`src/rtl/sdram_boot_pkg.sv`:
```
package sdram_boot_pkg;

  typedef enum logic [1:0] {
    CMD_NOP = 2'd0,
    CMD_PRE = 2'd1,
    CMD_REF = 2'd2,
    CMD_MRS = 2'd3
  } boot_cmd_e;

  // Round a nanosecond delay up to whole clocks.
  function automatic int unsigned ns_to_cycles(input int unsigned ns,
                                               input int unsigned period_ps);
    return (ns * 1000 + period_ps - 1) / period_ps;
  endfunction

  // A command-to-command gap never drops below two clocks.
  function automatic int unsigned gap_cycles(input int unsigned c);
    return (c < 2) ? 2 : c;
  endfunction

  // Mode word: [2:0] burst code, [3] interleave, [6:4] CAS latency, [9:7] zero.
  function automatic logic [9:0] mode_word(input logic [2:0] burst,
                                           input logic       inter,
                                           input logic       cas3);
    logic [2:0] cl;
    cl = cas3 ? 3'd3 : 3'd2;
    return {3'b000, cl, inter, burst};
  endfunction

endpackage

```
`src/rtl/sdram_boot_timer.sv`:
```
module sdram_boot_timer #(
  parameter int W       = 8,
  parameter int RST_VAL = 1
) (
  input  logic         clk,
  input  logic         rst_n,
  input  logic         load,
  input  logic [W-1:0] load_val,
  output logic         expired
);

  logic [W-1:0] cnt;

  always_ff @(posedge clk) begin
    if (!rst_n)          cnt <= W'(RST_VAL);
    else if (load)       cnt <= load_val;
    else if (cnt != '0)  cnt <= cnt - W'(1);
  end

  assign expired = (cnt == '0);

  // every wait runs down one step per clock
  count_step_chk: assert property (@(posedge clk) disable iff (!rst_n)
    (!load && cnt != '0) |=> (cnt == $past(cnt) - W'(1)));

endmodule

```
`src/rtl/sdram_boot_fsm.sv`:
```
module sdram_boot_fsm
  import sdram_boot_pkg::*;
#(
  parameter int W     = 8,
  parameter int P_CYC = 2,
  parameter int GP    = 2,
  parameter int GC    = 2,
  parameter int GR    = 2,
  parameter int NREF  = 8
) (
  input  logic         clk,
  input  logic         rst_n,
  input  logic         expired,
  output logic         load,
  output logic [W-1:0] load_val,
  output boot_cmd_e    cmd,
  output logic         in_pause,
  output logic         ready
);

  localparam int RW = $clog2(NREF + 1);

  typedef enum logic [2:0] {
    ST_PAUSE, ST_PRE, ST_WAIT_RP, ST_REF, ST_WAIT_RC, ST_MRS, ST_WAIT_RSC, ST_READY
  } st_e;

  st_e          st, st_nx;
  logic [RW-1:0] ref_cnt;
  logic         ref_done;

  // named events for checking
  logic pre_issue, ref_issue, mrs_issue;
  assign pre_issue = (st == ST_PRE);
  assign ref_issue = (st == ST_REF);
  assign mrs_issue = (st == ST_MRS);
  assign ref_done  = (ref_cnt == RW'(NREF));

  always_comb begin
    st_nx    = st;
    load     = 1'b0;
    load_val = '0;
    unique case (st)
      ST_PAUSE:    if (expired) st_nx = ST_PRE;
      ST_PRE:      begin st_nx = ST_WAIT_RP;  load = 1'b1; load_val = W'(GP - 2); end
      ST_WAIT_RP:  if (expired) st_nx = ST_REF;
      ST_REF:      begin st_nx = ST_WAIT_RC;  load = 1'b1; load_val = W'(GC - 2); end
      ST_WAIT_RC:  if (expired) st_nx = ref_done ? ST_MRS : ST_REF;
      ST_MRS:      begin st_nx = ST_WAIT_RSC; load = 1'b1; load_val = W'(GR - 2); end
      ST_WAIT_RSC: if (expired) st_nx = ST_READY;
      ST_READY:    st_nx = ST_READY;
      default:     st_nx = ST_PAUSE;
    endcase
  end

  always_ff @(posedge clk) begin
    if (!rst_n) begin
      st      <= ST_PAUSE;
      ref_cnt <= '0;
    end else begin
      st <= st_nx;
      if (ref_issue) ref_cnt <= ref_cnt + RW'(1);
    end
  end

  always_comb begin
    unique case (st)
      ST_PRE:  cmd = CMD_PRE;
      ST_REF:  cmd = CMD_REF;
      ST_MRS:  cmd = CMD_MRS;
      default: cmd = CMD_NOP;
    endcase
  end

  assign in_pause = (st == ST_PAUSE);
  assign ready    = (st == ST_READY);

  // checker-side tallies, independent of the sequencing state
  int unsigned chk_age, chk_refs, chk_since_mrs;
  always_ff @(posedge clk) begin
    if (!rst_n) begin
      chk_age       <= 0;
      chk_refs      <= 0;
      chk_since_mrs <= 0;
    end else begin
      if (chk_age < 32'hFFFF_0000) chk_age <= chk_age + 1;
      if (ref_issue) chk_refs <= chk_refs + 1;
      if (mrs_issue) chk_since_mrs <= 1;
      else if (chk_since_mrs != 0 && chk_since_mrs < 32'hFFFF_0000)
        chk_since_mrs <= chk_since_mrs + 1;
    end
  end


  pre_after_pause_chk: assert property (@(posedge clk) disable iff (!rst_n)
    pre_issue |-> (chk_age == P_CYC));

  ref_total_chk: assert property (@(posedge clk) disable iff (!rst_n)
    mrs_issue |-> (chk_refs == NREF));

  rsc_gap_chk: assert property (@(posedge clk) disable iff (!rst_n)
    $rose(ready) |-> (chk_since_mrs == GR));

  ready_hold_chk: assert property (@(posedge clk) disable iff (!rst_n)
    ready |=> ready);

endmodule

```
`src/rtl/sdram_boot_pins.sv`:
```
module sdram_boot_pins
  import sdram_boot_pkg::*;
#(
  parameter int ADDR_W = 12,
  parameter int BANK_W = 2,
  parameter int DQM_W  = 2
) (
  input  boot_cmd_e           cmd,
  input  logic                ready,
  input  logic [2:0]          burst,
  input  logic                inter,
  input  logic                cas3,
  output logic                cke,
  output logic                cs_n,
  output logic                ras_n,
  output logic                cas_n,
  output logic                we_n,
  output logic [BANK_W-1:0]   ba,
  output logic [ADDR_W-1:0]   addr,
  output logic [DQM_W-1:0]    dqm
);

  localparam logic [ADDR_W-1:0] A10_ONLY = ADDR_W'(1) << 10;

  logic [ADDR_W-1:0] mode_bus;
  assign mode_bus = {{(ADDR_W-10){1'b0}}, mode_word(burst, inter, cas3)};

  always_comb begin
    {cs_n, ras_n, cas_n, we_n} = 4'b0111;
    addr = '0;
    unique case (cmd)
      CMD_PRE: begin {cs_n, ras_n, cas_n, we_n} = 4'b0010; addr = A10_ONLY; end
      CMD_REF: {cs_n, ras_n, cas_n, we_n} = 4'b0001;
      CMD_MRS: begin {cs_n, ras_n, cas_n, we_n} = 4'b0000; addr = mode_bus; end
      default: ;
    endcase
  end

  assign ba  = '0;
  assign cke = 1'b1;
  assign dqm = ready ? '0 : '1;

endmodule

```
`src/rtl/sdram_boot_seq.sv`:
```
module sdram_boot_seq
  import sdram_boot_pkg::*;
#(
  parameter int CLK_PERIOD_PS = 7000,
  parameter int PAUSE_NS      = 200000,
  parameter int TRP_NS        = 20,
  parameter int TRC_NS        = 63,
  parameter int TRSC_CYC      = 2,
  parameter int REF_COUNT     = 8,
  parameter int ADDR_W        = 12,
  parameter int BANK_W        = 2,
  parameter int DQM_W         = 2
) (
  input  logic              clk,
  input  logic              rst_n,
  input  logic [2:0]        cfg_burst_code,
  input  logic              cfg_interleave,
  input  logic              cfg_cas3,
  output logic              sd_cke,
  output logic              sd_cs_n,
  output logic              sd_ras_n,
  output logic              sd_cas_n,
  output logic              sd_we_n,
  output logic [BANK_W-1:0] sd_ba,
  output logic [ADDR_W-1:0] sd_addr,
  output logic [DQM_W-1:0]  sd_dqm,
  output logic              init_done
);

  localparam int P_RAW = ns_to_cycles(PAUSE_NS, CLK_PERIOD_PS);
  localparam int P_CYC = (P_RAW < 1) ? 1 : P_RAW;
  localparam int GP    = gap_cycles(ns_to_cycles(TRP_NS, CLK_PERIOD_PS));
  localparam int GC    = gap_cycles(ns_to_cycles(TRC_NS, CLK_PERIOD_PS));
  localparam int GR    = gap_cycles(TRSC_CYC);
  localparam int M1    = (P_CYC > GP) ? P_CYC : GP;
  localparam int M2    = (GC > GR) ? GC : GR;
  localparam int TMAX  = (M1 > M2) ? M1 : M2;
  localparam int TW    = $clog2(TMAX + 1);

  logic          t_load, t_expired, in_pause;
  logic [TW-1:0] t_val;
  boot_cmd_e     cmd;

  sdram_boot_timer #(.W(TW), .RST_VAL(P_CYC - 1)) u_timer (
    .clk(clk), .rst_n(rst_n), .load(t_load), .load_val(t_val), .expired(t_expired)
  );

  sdram_boot_fsm #(
    .W(TW), .P_CYC(P_CYC), .GP(GP), .GC(GC), .GR(GR), .NREF(REF_COUNT)
  ) u_fsm (
    .clk(clk), .rst_n(rst_n), .expired(t_expired), .load(t_load), .load_val(t_val),
    .cmd(cmd), .in_pause(in_pause), .ready(init_done)
  );

  sdram_boot_pins #(.ADDR_W(ADDR_W), .BANK_W(BANK_W), .DQM_W(DQM_W)) u_pins (
    .cmd(cmd), .ready(init_done), .burst(cfg_burst_code), .inter(cfg_interleave),
    .cas3(cfg_cas3), .cke(sd_cke), .cs_n(sd_cs_n), .ras_n(sd_ras_n), .cas_n(sd_cas_n),
    .we_n(sd_we_n), .ba(sd_ba), .addr(sd_addr), .dqm(sd_dqm)
  );


  pause_pins_chk: assert property (@(posedge clk) disable iff (!rst_n)
    in_pause |-> ({sd_cs_n, sd_ras_n, sd_cas_n, sd_we_n} == 4'b0111
                  && sd_cke && (&sd_dqm)));

  pre_a10_chk: assert property (@(posedge clk) disable iff (!rst_n)
    (cmd == CMD_PRE) |-> (sd_addr[10] && !sd_we_n));

  idle_after_ready_chk: assert property (@(posedge clk) disable iff (!rst_n)
    init_done |-> ({sd_cs_n, sd_ras_n, sd_cas_n, sd_we_n} == 4'b0111
                   && sd_dqm == '0 && sd_cke));

endmodule

```
`config.mk`:
```
export PLATFORM = sky130hd
export DESIGN_NAME = sdram_boot_seq
export DESIGN_NICKNAME = d
export VERILOG_FILES = /design/src/rtl/sdram_boot_pkg.sv /design/src/rtl/sdram_boot_timer.sv /design/src/rtl/sdram_boot_fsm.sv /design/src/rtl/sdram_boot_pins.sv /design/src/rtl/sdram_boot_seq.sv
export SDC_FILE = /design/constraint.sdc
export NUM_CORES = 1
export LEC_CHECK = 0
export CELL_PAD_IN_SITES_DETAIL_PLACEMENT = 1
export CELL_PAD_IN_SITES_GLOBAL_PLACEMENT = 1
export CORE_UTILIZATION = 38
export DETAILED_ROUTE_END_ITERATION = 8
export PLACE_DENSITY_LB_ADDON = 0.1
export RECOVER_POWER = 25
export SLEW_MARGIN = 20
export SYNTH_ARGS = -nofsm -noshare
export SYNTH_HDL_FRONTEND = slang
export SYNTH_SLANG_ARGS = --single-unit
export TNS_END_PERCENT = 1
```
`constraint.sdc`:
```
create_clock -name clk -period 4.9 [get_ports clk]
set_clock_uncertainty 0.2 [all_clocks]
set_input_delay 0.735 -clock clk [delete_from_list [all_inputs] [get_ports clk]]
set_output_delay 0.735 -clock clk [all_outputs]
set_load 0.01 [all_outputs]
```
==> results.cfg, run 1 <==
[finish]
seq_area_um2 = 440
final-instance-count-excl-fill = 207
multi_input_area_um2 = 669
drive_gt1_share_pct = 5.52
nets = 174
synthToLayoutAreaGrowth_pct = 16.0
fill_cells = 391
antenna-diode-count = 0

[route]
wirelength_met1_um = 1330
dr.max_layer_used = met4
drtIter0Drc = 38
wl_met3_um = 44
post-route-drc-count = 0
routed_wl_um = 2610
avgRoutedWirePerCell_um = 12.6
ant_nets = 0
wl_met2_um = 1220
vias = 989
first_pass_iters = 4
via_per_inst = 4.78

[logic_synthesis]
synthDistinctLibCells = 40
synth.area.top_cells = dfxtp_1 (36%), buf_4 (6.1%), xnor2_1 (5.7%)
muxShareOfSynthArea_pct = 2.56
yosys_warnings = 0
synthSimpleGateAreaFrac_pct = 30.2
ys_seq_area_share_pct = 36.0
synth-seq-cells = 22
synth_top_cell_by_area = dfxtp_1
syn_area_per_cell_um2 = 8.32
synthFlopType = dfxtp_1
async_reset_ff_share_pct = 0
synth_top_family_by_area = simple AND/OR/NAND/NOR gates
synth-edff-count = 0
synth_compound_area_share_pct = 8.80
syn-cell-area_um2 = 1220
synth-xor-area-share_pct = 8.60
synthCells = 147
synth_top_area_share_pct = 36.0
synth_fa_ha_area_share_pct = 3.07

[die]
start_util_pct = 40.0
core_um2 = 3050
die_x_um = 58.7
dieArea_um2 = 3450
die_h_um = 58.7
rows = 20
io_pins = 29

[status]
violations = max-capacitance violations, max-slew violations
status = finished, violations left

[clock_network]
cts_hold_buf = 0
clk_pin_slew_ps = 120
tritoncts = done
cts_max_path_buffers = 2
cts.htree.levels = 1
cts_buffers = 3
clk_latency_ps = 300
post_cts_buffers = 0
cts_root_buf = clkbuf_4
clkSinkCount = 22
cts_resized = 0

[timing]
setup-violations-final = 0
drv_slew = 11
worst_slack_ps = 1640
max_freq_ghz = 0.307
hold_viol = 0
slew_headroom_pct = -11.8
setup_tns_ps = 0
rsz0062_at_grt = no
min_period_ps = 3260
fin_crit_sh_pct = 66.5
worst_pin_slew_ps = 1660

[setup_path]
cp_max_fo = 10
worst-endpoint-arrival_ps = 3270
crit_slowest_cell = nor4_1
cp-end-kind = register
critPathKind = register to register
start_kind = register
slowest_delay_ps = 1280
crit_required_ps = 4910
path_cells = inv_1, ha_1, or3b_2, nor4_1, nand4_1, nand2_1, a21boi_0

[placement]
dp_hpwl_um = 1980
port_buffers = 19
gp_congestion = 0.761
pre_cts_ws_ps = 2070
dp.cells = 203

[global_routing]
grt_pass1_vias = 965
grt_overflow = 0
grt_pass1_wl_um = 4350
antenna_found_initial = 0
grt_max_degree = 19
grt_util_all_layers_pct = 16.3

[pwr]
p_per_area_nw_per_um2 = 214
vdd_drop_max_uv = 90.0
p_leak_nw = 0.538

[job]
max_cap_violations = 1

[worst_hold_path]
hold_class = register to register
## cell usage in the layout (no fill, tap or decap), types with 3 or more instances in the layout
master	n
clkdlybuf4s50_1	18
nand2_1	13
and3_1	5
conb_1	9
nor2b_1	5
clkbuf_4	3
inv_1	7
dfxtp_1	22
nand3_1	3
xor2_1	4
and2_0	3
ha_1	3
o21ai_0	8
xnor2_1	8
nor3_1	8
nor2_1	13
## layer usage
layer | vias to the layer above | global-route usage (%)
met5 | - | 0
met2 | 7 | 26.8
li1 | 511 | -
met3 | 4 | 2.86
met4 | 0 | 5.44
met1 | 467 | 21.6
## flip-flops by register name, summed over array words and instances (netlist names)
name           cells
u_fsm.ref_cnt      4
u_fsm.st           3
u_timer.cnt       15
## kinds of logic after synthesis
| family | Yosys count |
|---|---|
| adder cells (fa/ha/maj) | 3 |
| other | 2 |
| buffers and inverters | 21 |
| flip-flops | 22 |
| AO/OA/AOI/OAI | 18 |
| XOR/XNOR | 12 |
| multiplexers | 3 |
| AND/OR/NAND/NOR | 66 |
## power by group
part | total, mW | switching (mW) | internal, mW
registers | 0.184 | 0.00245 | 0.181
clock network | 0.100 | 0.0549 | 0.0453
logic | 0.0193 | 0.0102 | 0.00903
## worst paths after layout
kind	slack [ps]	end	from	depth (start not counted)
hold / removal	300	u_timer.cnt[14]	u_timer.cnt[14]	2
setup reg to reg	1640	u_fsm.st[2]	u_timer.cnt[0]	7
setup / recovery	1640	u_fsm.st[2]	u_timer.cnt[0]	7
hold reg to reg	300	u_timer.cnt[14]	u_timer.cnt[14]	2
## Yosys cell counts, types with 2 or more instances
library cell and count:
a21oi_1 2, and2_1 4, nand3_1 3, mux2i_1 2, inv_1 7, conb_1 2, dfxtp_1 22, xor2_1 4
or4_1 2, o21ai_1 2, ha_1 3, nand2_1 13, nor2b_1 5, o21ai_0 8, nor2_1 13, nand4_1 2
and3_1 5, clkbuf_1 3, buf_4 10, nor3_1 8, xnor2_1 8
## critical path: cells and delay by family (launching register included)
family / cells / cell delay, ps
flip-flops: 1 / 340
adder cells (fa/ha/maj): 1 / 190
buffers and inverters: 1 / 90
AO/OA/AOI/OAI: 1 / 80
AND/OR/NAND/NOR: 4 / 2260
## through the flow
stage	hold WS [ps]	instance area (um2)	total power [mW]	util, %
2_1_floorplan	256	1250	0.205	-
3_3_place_gp	280	1400	0.206	45.7
3_5_place_dp	285	1400	0.207	45.7
4_1_cts	303	1430	0.310	46.9
5_1_grt	357	1420	0.322	46.4
6_report	302	1420	0.303	46.4
## layout make-up
type                            count  share of cell area, %
Tap cell                           44                   3.88
Clock buffer                        4                   2.56
Sequential cell                    22                   31.1
Inverter                            7                   1.85
Multi-Input combinational cell    111                   47.2
Timing Repair Buffer               19                   13.4
No activity file was read; power rests on OpenSTA's default activity.
==> run 2, diff against run 1 <==
--- a/config.mk
+++ b/config.mk
@@ -7,7 +7,7 @@
 export LEC_CHECK = 0
 export CELL_PAD_IN_SITES_DETAIL_PLACEMENT = 1
 export CELL_PAD_IN_SITES_GLOBAL_PLACEMENT = 1
-export CORE_UTILIZATION = 38
+export CORE_UTILIZATION = 36
 export DETAILED_ROUTE_END_ITERATION = 8
 export PLACE_DENSITY_LB_ADDON = 0.1
 export RECOVER_POWER = 25
==> constraint.sdc (replaced) <==
create_clock -name clk -period 3.3 [get_ports clk]
set_clock_uncertainty 0.2 [all_clocks]
set_input_delay 0.495 -clock clk [delete_from_list [all_inputs] [get_ports clk]]
set_output_delay 0.495 -clock clk [all_outputs]
set_load 0.01 [all_outputs]
==> results.cfg, run 2 (same netlist as run 1, synthesis figures left out) <==
[finish]
antenna-diode-count = 0
synthToLayoutAreaGrowth_pct = 16.5
regMostFlops = u_timer.cnt
seq_area_um2 = 440
nets = 174
design_area_um2 = 1420
mostFrequentLayoutCells = dfxtp_1 (22), clkdlybuf4s50_1 (19), nand2_1 (13), nor2_1 (13), conb_1 (9)
multi_input_area_um2 = 676
largest_reg_flops = 15
fill_cells = 390
drive_gt1_share_pct = 6.13
final_common_cell = dfxtp_1
reg_top3 = u_timer.cnt x15, u_fsm.ref_cnt x4, u_fsm.st x3

[timing]
setup_tns_ps = 0
worst_pin_slew_ps = 939
drv_slew = 0
rsz0062_at_grt = no
max_freq_ghz = 0.353
min_period_ps = 2830
hold_viol = 0
fin_crit_sh_pct = 85.8
setup-violations-final = 0
slew_headroom_pct = 36.9

[setup_path]
start_kind = register
crit_required_ps = 2600
cp-end-kind = output port
slowest_delay_ps = 600
cp_max_fo = 15
path_cells = nand2_1, and2_0, inv_1, clkdlybuf4s50_1
critPathTopFamily = buffers and inverters
worst-endpoint-arrival_ps = 2140
cp_num_buf_inv = 2
crit_slowest_cell = dfxtp_1
critPathKind = register to output port

[pwr]
vdd_drop_max_uv = 113
p_leak_nw = 0.537
p_per_area_nw_per_um2 = 317

[clock_network]
cts_resized = 0
cts_max_path_buffers = 2
clkSinkCount = 22
clk_pin_slew_ps = 130
cts_hold_buf = 0
tritoncts = done
cts_root_buf = clkbuf_4
post_cts_buffers = 0
cts_buffers = 3
cts.htree.levels = 1
clk_latency_ps = 310

[global_routing]
grt_max_degree = 19
grt_pass1_wl_um = 4710
grt_pass1_vias = 1010
antenna_found_initial = 0
grt_overflow = 0
grt_util_all_layers_pct = 17.4

[die]
die_x_um = 60.3
die_h_um = 60.3
rows = 20
io_pins = 29
dieArea_um2 = 3630
core_um2 = 3130
start_util_pct = 39.1

[status]
status = completed

[placement]
dp_hpwl_um = 2080
port_buffers = 19
placed_area_um2 = 1400
gp_congestion = 0.783

[route]
ant_nets = 0
via_per_inst = 4.92
routed_wl_um = 2730
avgRoutedWirePerCell_um = 13.2
vias = 1018
drtIter0Drc = 23
post-route-drc-count = 0
first_pass_iters = 4

[job]
max_cap_violations = 0

[worst_hold_path]
hold_class = register to register
[run 2: cell count changes in the layout (fill, tap and decap cells not counted)]
cell             change
nor4_2               +1
clkdlybuf4s50_1      +1
dlygate4sd3_1        -1
and2_1               -1
nor4_1               -1
and2_0               +1
[run 2: layout make-up]
class                      instances  area share [%]
tap                               44            3.87
inverter                           7            1.85
multi-input combinational        111            47.5
sequential                        22            30.9
clock buffer                       4            2.55
timing repair buffer              19            13.4
[run 2: worst register-to-register path, delay by kind of cell (launching register included)]
kind            cells  cell delay (ps)
buf+inv             1              100
compound gates      1               70
flops               1              340
simple gates        4             1650
fa+ha+maj           1              210
[run 2: worst paths after layout]
kind	start	to	slack, ps	cells after the start
worst max-delay path	u_fsm.st[2]	sd_ras_n	470	4
worst min-delay path	u_timer.cnt[14]	u_timer.cnt[14]	310	2
worst max register to register	u_timer.cnt[0]	u_fsm.st[2]	630	7
worst min register to register	u_timer.cnt[14]	u_timer.cnt[14]	310	2
[run 2: report_power, final]
part           internal [mW]  leakage [nW]  total, mW  switching [mW]
clock                 0.0674        0.0210      0.149          0.0820
sequential             0.269         0.178      0.273         0.00373
combinational         0.0137         0.337     0.0295          0.0157
total                  0.351         0.537      0.452           0.101
[run 2: metrics by stage]
step	utilization (%)	setup WS, ps	instances	hold slack (ps)	power [mW]
after floorplan	-	1070	154	256	0.304
after global placement	44.6	835	203	285	0.308
after detailed placement	44.6	784	203	294	0.308
after CTS	45.8	422	207	314	0.461
after global routing	45.5	265	207	373	0.478
final	45.5	470	207	310	0.452
[run 2: routing by layer]
layer	GRT usage (%)	wire, um
met3	4.98	98
met5	0	0
met1	20.2	1200
met4	6.98	39
met2	29.5	1390
